$ cat config.mk
export PLATFORM = sky130hd
export DESIGN_NAME = lcdc_regbank
export DESIGN_NICKNAME = d
export VERILOG_FILES = /design/src/rtl/lcdc_regs_pkg.sv /design/src/rtl/lcdc_addr_dec.sv /design/src/rtl/lcdc_irq_unit.sv /design/src/rtl/lcdc_geom.sv /design/src/rtl/lcdc_regbank.sv
export SDC_FILE = /design/constraint.sdc
export NUM_CORES = 1
export LEC_CHECK = 0
export CORE_UTILIZATION = 50
export DETAILED_ROUTE_END_ITERATION = 6
export GPL_TIMING_DRIVEN = 0
export PLACE_DENSITY = 0.72
export SYNTH_ARGS = -nofsm -noshare
export SYNTH_HDL_FRONTEND = slang
export SYNTH_SLANG_ARGS = --single-unit
$ cat constraint.sdc
create_clock -name clk -period 5.5 [get_ports clk]
set_input_delay 1.1 -clock clk [delete_from_list [all_inputs] [get_ports clk]]
set_output_delay 1.1 -clock clk [all_outputs]
set_load 0.03 [all_outputs]
$ cat src/rtl/lcdc_regs_pkg.sv
package lcdc_regs_pkg;
  localparam int DATA_W   = 32;
  localparam int WORD_AW  = 10;
  localparam int NTIM     = 4;
  localparam int COL_W    = 11;
  localparam int ROW_W    = 11;
  localparam int DEPTH_W  = 3;
  localparam int EN_BIT   = 0;
  localparam int PWR_BIT  = 11;
  localparam logic [WORD_AW-1:0] ID_WORD = 10'h3F8;

  typedef enum logic [3:0] {
    RG_NONE, RG_T0, RG_T1, RG_T2, RG_T3, RG_UPB, RG_LPB, RG_MASK,
    RG_CTRL, RG_RAW, RG_MIS, RG_CLR, RG_UPC, RG_LPC, RG_ID
  } lcdc_reg_e;

  // width in pixels: sixteen per step of the 6-bit field, plus one step
  function automatic logic [COL_W-1:0] cols_from_field(input logic [5:0] ppl);
    return COL_W'(({5'd0, ppl} + 11'd1) << 4);
  endfunction

  function automatic logic [ROW_W-1:0] rows_from_field(input logic [9:0] lpp);
    return {1'b0, lpp} + 11'd1;
  endfunction

  function automatic logic [7:0] id_byte(input logic [2:0] idx);
    case (idx)
      3'd0: return 8'h10;
      3'd1: return 8'h11;
      3'd2: return 8'h04;
      3'd3: return 8'h00;
      3'd4: return 8'h0D;
      3'd5: return 8'hF0;
      3'd6: return 8'h05;
      default: return 8'hB1;
    endcase
  endfunction
endpackage

$ cat src/rtl/lcdc_addr_dec.sv
module lcdc_addr_dec
  import lcdc_regs_pkg::*;
(
  input  logic [WORD_AW-1:0] word,
  input  logic               alt_map,
  output lcdc_reg_e          reg_sel,
  output logic               rd_ok,
  output logic               wr_ok
);
  always_comb begin
    reg_sel = RG_NONE;
    if (word >= ID_WORD) begin
      reg_sel = RG_ID;
    end else begin
      case (word)
        10'd0:  reg_sel = RG_T0;
        10'd1:  reg_sel = RG_T1;
        10'd2:  reg_sel = RG_T2;
        10'd3:  reg_sel = RG_T3;
        10'd4:  reg_sel = RG_UPB;
        10'd5:  reg_sel = RG_LPB;
        10'd6:  reg_sel = alt_map ? RG_CTRL : RG_MASK;
        10'd7:  reg_sel = alt_map ? RG_MASK : RG_CTRL;
        10'd8:  reg_sel = RG_RAW;
        10'd9:  reg_sel = RG_MIS;
        10'd10: reg_sel = RG_CLR;
        10'd11: reg_sel = RG_UPC;
        10'd12: reg_sel = RG_LPC;
        default: reg_sel = RG_NONE;
      endcase
    end
  end

  always_comb begin
    rd_ok = (reg_sel != RG_NONE) && (reg_sel != RG_CLR);
    case (reg_sel)
      RG_T0, RG_T1, RG_T2, RG_T3, RG_UPB, RG_LPB,
      RG_MASK, RG_CTRL, RG_CLR: wr_ok = 1'b1;
      default:                  wr_ok = 1'b0;
    endcase
  end
endmodule

$ cat src/rtl/lcdc_irq_unit.sv
module lcdc_irq_unit #(
  parameter int NIRQ = 4
) (
  input  logic            clk,
  input  logic            rst_n,
  input  logic [NIRQ-1:0] set_i,
  input  logic            clr_stb,
  input  logic [NIRQ-1:0] clr_bits,
  input  logic [NIRQ-1:0] mask,
  output logic [NIRQ-1:0] raw_o,
  output logic [NIRQ-1:0] mis_o,
  output logic            irq_o
);
  logic [NIRQ-1:0] raw_q;
  logic [NIRQ-1:0] clr_eff;

  assign clr_eff = clr_stb ? clr_bits : '0;

  // set after clear: a pulse wins over a clear of the same bit
  always_ff @(posedge clk or negedge rst_n) begin
    if (!rst_n) raw_q <= '0;
    else        raw_q <= (raw_q & ~clr_eff) | set_i;
  end

  assign raw_o = raw_q;
  assign mis_o = raw_q & mask;
  assign irq_o = |mis_o;
endmodule

$ cat src/rtl/lcdc_geom.sv
module lcdc_geom
  import lcdc_regs_pkg::*;
(
  input  logic [5:0]         ppl_field,
  input  logic [9:0]         lpp_field,
  input  logic [DEPTH_W-1:0] depth_field,
  input  logic               en_bit,
  input  logic               pwr_bit,
  output logic [COL_W-1:0]   cols,
  output logic [ROW_W-1:0]   rows,
  output logic [DEPTH_W-1:0] depth,
  output logic               enabled
);
  assign cols    = cols_from_field(ppl_field);
  assign rows    = rows_from_field(lpp_field);
  assign depth   = depth_field;
  assign enabled = en_bit & pwr_bit;
endmodule

$ cat src/rtl/lcdc_regbank.sv
module lcdc_regbank
  import lcdc_regs_pkg::*;
#(
  parameter int NIRQ = 4
) (
  input  logic                   clk,
  input  logic                   rst_n,
  input  logic                   bus_sel,
  input  logic                   bus_wr,
  input  logic [WORD_AW-1:0]     bus_waddr,
  input  logic [DATA_W-1:0]      bus_wdata,
  output logic [DATA_W-1:0]      bus_rdata,
  output logic                   bus_err,
  input  logic                   alt_map,
  input  logic [NIRQ-1:0]        irq_set,
  output logic                   irq,
  output logic [COL_W-1:0]       panel_cols,
  output logic [ROW_W-1:0]       panel_rows,
  output logic [DEPTH_W-1:0]     depth_code,
  output logic                   lcd_enabled
);
  lcdc_reg_e         reg_sel;
  logic              rd_ok, wr_ok, wr_stb, clr_stb;
  logic [NTIM-1:0]   tim_we;
  logic [DATA_W-1:0] tim_q [NTIM];
  logic [DATA_W-1:0] upb_q, lpb_q, ctrl_q;
  logic [NIRQ-1:0]   mask_q, raw_stat, mis_stat;

  lcdc_addr_dec u_dec (
    .word    (bus_waddr),
    .alt_map (alt_map),
    .reg_sel (reg_sel),
    .rd_ok   (rd_ok),
    .wr_ok   (wr_ok)
  );

  assign wr_stb  = bus_sel && bus_wr && wr_ok;
  assign clr_stb = wr_stb && (reg_sel == RG_CLR);
  assign bus_err = bus_sel && (bus_wr ? !wr_ok : !rd_ok);

  always_comb begin
    tim_we = '0;
    case (reg_sel)
      RG_T0: tim_we[0] = wr_stb;
      RG_T1: tim_we[1] = wr_stb;
      RG_T2: tim_we[2] = wr_stb;
      RG_T3: tim_we[3] = wr_stb;
      default: tim_we = '0;
    endcase
  end

  for (genvar g = 0; g < NTIM; g++) begin : g_tim
    always_ff @(posedge clk or negedge rst_n) begin
      if (!rst_n)         tim_q[g] <= '0;
      else if (tim_we[g]) tim_q[g] <= bus_wdata;
    end
  end

  always_ff @(posedge clk or negedge rst_n) begin
    if (!rst_n) begin
      upb_q  <= '0;
      lpb_q  <= '0;
      ctrl_q <= '0;
      mask_q <= '0;
    end else if (wr_stb) begin
      case (reg_sel)
        RG_UPB:  upb_q  <= bus_wdata;
        RG_LPB:  lpb_q  <= bus_wdata;
        RG_CTRL: ctrl_q <= bus_wdata;
        RG_MASK: mask_q <= bus_wdata[NIRQ-1:0];
        default: ;
      endcase
    end
  end

  lcdc_irq_unit #(.NIRQ(NIRQ)) u_irq (
    .clk      (clk),
    .rst_n    (rst_n),
    .set_i    (irq_set),
    .clr_stb  (clr_stb),
    .clr_bits (bus_wdata[NIRQ-1:0]),
    .mask     (mask_q),
    .raw_o    (raw_stat),
    .mis_o    (mis_stat),
    .irq_o    (irq)
  );

  lcdc_geom u_geom (
    .ppl_field   (tim_q[0][7:2]),
    .lpp_field   (tim_q[1][9:0]),
    .depth_field (ctrl_q[DEPTH_W:1]),
    .en_bit      (ctrl_q[EN_BIT]),
    .pwr_bit     (ctrl_q[PWR_BIT]),
    .cols        (panel_cols),
    .rows        (panel_rows),
    .depth       (depth_code),
    .enabled     (lcd_enabled)
  );

  always_comb begin
    bus_rdata = '0;
    if (bus_sel && !bus_wr) begin
      case (reg_sel)
        RG_T0:   bus_rdata = tim_q[0];
        RG_T1:   bus_rdata = tim_q[1];
        RG_T2:   bus_rdata = tim_q[2];
        RG_T3:   bus_rdata = tim_q[3];
        RG_UPB,
        RG_UPC:  bus_rdata = upb_q;
        RG_LPB,
        RG_LPC:  bus_rdata = lpb_q;
        RG_MASK: bus_rdata = DATA_W'(mask_q);
        RG_CTRL: bus_rdata = ctrl_q;
        RG_RAW:  bus_rdata = DATA_W'(raw_stat);
        RG_MIS:  bus_rdata = DATA_W'(mis_stat);
        RG_ID:   bus_rdata = DATA_W'(id_byte(bus_waddr[2:0]));
        default: bus_rdata = '0;
      endcase
    end
  end
endmodule

==> impl_results.md <==
- Synth Cell Area: 0.0115 sq mm
- Highest-delay cell along the critical path: a222oi_1
- Worst skew pair latency: 520 ps
- Hold_buf cts: 0
- Crit path time final: 5410 ps
- Power density cells: 257 mW/mm^2
- Fraction of layout cells with a size suffix above 1: 0.214
- Power Total: 3.59 mW
- Clock root buffer: clkbuf_16
- Fin. Hold Viols: 0
- Delay of the slowest cell on the worst path: 500 ps
- GP Congestion: 0.908
- Count of final max-slew check failures: 0
- Gr usage total: 0.263
- 1st-iter DRT viols: 477
- Register area share after synthesis: 0.505
- CP dominant cell by count: buf_6
- CP cell instances: clkdlybuf4s50_1 > nor4_4 > and2_1 > buf_6 > buf_6 > and2_4 > inv_1 > ha_4 > clkbuf_4 > a222oi_1 > o221ai_1 > a221oi_1 > nor3_1 > buf_4
- DR DRC count: 0
- Routed WL per cell: 22.4 um
- Arr. time, crit path: 4310 ps
- H-tree depth: 1
- Status: finished, final reports clean
- Detail Route Antenna Nets: 0
- Worst-path fanout max: 10
- Class of the worst hold path: in2async
- Full die area: 0.0236 sq mm
- Max IR drop VDD: 210 uV
- Comb power frac: 0.059
- Die H: 154 um
- I/O Pins: 111
- Gate Count Post-Synth: 900
- Fin area: 0.0140 sq mm
- Largest net degree at the start of global routing: 118
- Total number of vias: 8349
- Worst Path Required: 4400 ps
- Cell taking the most area after synthesis: dfrtp_1
- Post-synth top area share: 0.505
- Max clock buf depth: 3
- Fin util: 0.620
- Antenna violations before repair: 0
- Synth unique cells: 66
- CTS sink count: 232
- Post-synth EDFFs: 0
- Dpl hpwl: 20100 um
- Clock Power Share: 0.459
- CORE AREA: 0.0226 sq mm
- Psw: 0.828 mW
- Sw frac: 0.231
- Port-buffer cells: 105
- Fin crit share: 0.985
- Synth-to-Final Area Change: 21.6%
- Synth top area cells: dfrtp_1, mux2_1, mux2_4, nand2_1, a221oi_1
- FF+latch count, synth: 232
- Mean post-synth cell area: 12.8 sq um
- Clock Skew: 0 ps
- Layout Nets: 1105
- Initial Util: 0.509
- Final setup viols: 0
- Drt pass-1 iters: 5
- Total grt overflow: 0
- # rows: 55
- Placed Area: 0.0130 sq mm
- Endpoint class of the critical path: primary output
- Vias in the first global route: 8562
- Max-cap viol count: 0
- Actual slew at the worst max-slew pin: 879 ps
- Max Clock Freq: 0.185 GHz
- CTS Buf Count: 25
- First-pass GRT wire length: 48900 um
- Die width: 154 um
- Reg power frac: 0.482
- Ys Warns: 0
- Clock transition at path regs: 60 ps
- Main flop type after synthesis: dfrtp_1
- Async SR Flop Fraction: 1.00
- P_int: 2.76 mW
- CTS tree: built
- DR vias/cell: 6.17
- Worst Path Class, Setup: in2out
- Max transition margin: 0.414
- Setup_tns: 0 ps
- Leak pwr: 6.55 nW
- Drt total wl: 30300 um
- CP Launch Type: input pin
[timing repair]
action | CTS | global route
endpoints found under the hold margin | 0 | 0
gates resized for setup | 203 | 51
pin swaps | 9 | 6
setup endpoints to repair | 33 | 32
setup buffers | 9 | 4
[cells by family (layout without fill, tap and decap cells)]
| kind of cell | after synthesis | in the layout | synth area share |
|---|---|---|---|
| other | 1 | 5 | 0.000326 |
| and+or+nand+nor | 160 | 160 | 0.0672 |
| AOI/OAI and AO/OA | 173 | 173 | 0.138 |
| adders and majority gates | 6 | 6 | 0.00653 |
| DFF | 232 | 232 | 0.505 |
| muxes | 230 | 230 | 0.235 |
| buffers and inverters | 83 | 247 | 0.0371 |
| xor gates and xnor gates | 15 | 15 | 0.0114 |
[final timing paths]
| check | startpoint | end | slack [ps] | cells past startpoint |
|---|---|---|---|---|
| setup / recovery | bus_waddr[4] | bus_rdata[7] | 90 | 14 |
| hold / removal | rst_n | tim_q[41] | 430 | 1 |
| setup reg to reg | tim_q[70] | tim_q[70] | 4530 | 2 |
| hold reg to reg | upb_q[17] | upb_q[17] | 490 | 1 |
| max in group asynchronous | rst_n | tim_q[117] | 3820 | 3 |
| min in group clk | upb_q[17] | upb_q[17] | 490 | 1 |
[metal layers]
metal / vias to the layer above / wire, um / GRT usage
met4: 0 / 721 / 0.0810
met3: 58 / 1920 / 0.0445
met2: 272 / 14300 / 0.424
met1: 4328 / 13300 / 0.365
li1: 3691 / - / -
met5: - / 0 / 0
[Yosys cell counts (all sizes together), types with 7 or more instances]
master,number
inv,10
xnor2,12
o21ai,7
a32oi,25
and2,8
nand3,13
clkbuf,24
nand2,91
nand4,9
a22oi,13
a311oi,26
dfrtp,232
nor2,12
mux2,228
buf,49
a211oi,12
a221oi,29
o2bb2ai,24
[sequential cells by signal, summed over array words and instances, names as in the netlist]
| register | cells |
|---|---|
| mask_q | 4 |
| u_irq.raw_o | 4 |
| upb_q | 32 |
| ctrl_q | 32 |
| lpb_q | 32 |
| tim_q | 128 |
[cells in the final DEF, fill, tap and decap left out, types with 6 or more instances in the layout]
cell and count:
dfrtp_1 232, mux2_1 198, nand2_1 88, clkdlybuf4s50_1 70, buf_2 43, buf_4 33
mux2_4 30, a32oi_1 25, clkbuf_16 25, o2bb2ai_1 24, a221oi_1 24, clkbuf_1 17
a311oi_1 13, a22oi_1 13, xnor2_1 12, a311oi_2 12, nand3_1 12, nor2_1 11
clkbuf_4 11, buf_6 9, inv_1 9, nand4_1 9, clkinv_2 8, and2_1 6
[worst max-delay path, delay by kind of cell]
family | cells | cell delay, ps
AOI/OAI and AO/OA | 3 | 980
adders and majority gates | 1 | 210
buffers and inverters | 6 | 1250
and+or+nand+nor | 4 | 770
[power by group through the flow]
stage                     sequential [mW]  combinational (mW)  clock [mW]
after floorplan                      1.76              0.0769           0
after global placement               1.76               0.197           0
after detailed placement             1.76               0.205           0
after CTS                            1.73               0.210        1.67
after global routing                 1.73               0.230        1.75
final                                1.73               0.212        1.65
[area by class of cell]
type	instances	area, sq um
diodes	1	2.50
plain buffers	71	467
repair buffers	120	1100
clock inverters	13	125
flip-flops and latches	232	5810
multi-input cells	588	5420
clock buffers	33	676
fillers	1789	8590
well taps	285	357
inverters	10	37.5
[stage by stage]
| stage | cells | worst slack [ps] | hold WS (ps) |
|---|---|---|---|
| final | 1353 | 85.1 | 426 |
| after CTS | 1348 | 0.161 | 418 |
| after global placement | 1293 | -6530 | 468 |
| after global routing | 1352 | -6.10 | 431 |
| after floorplan | 903 | 209 | 459 |
| after detailed placement | 1295 | -1540 | 481 |
(Power assumes the default switching activity.)
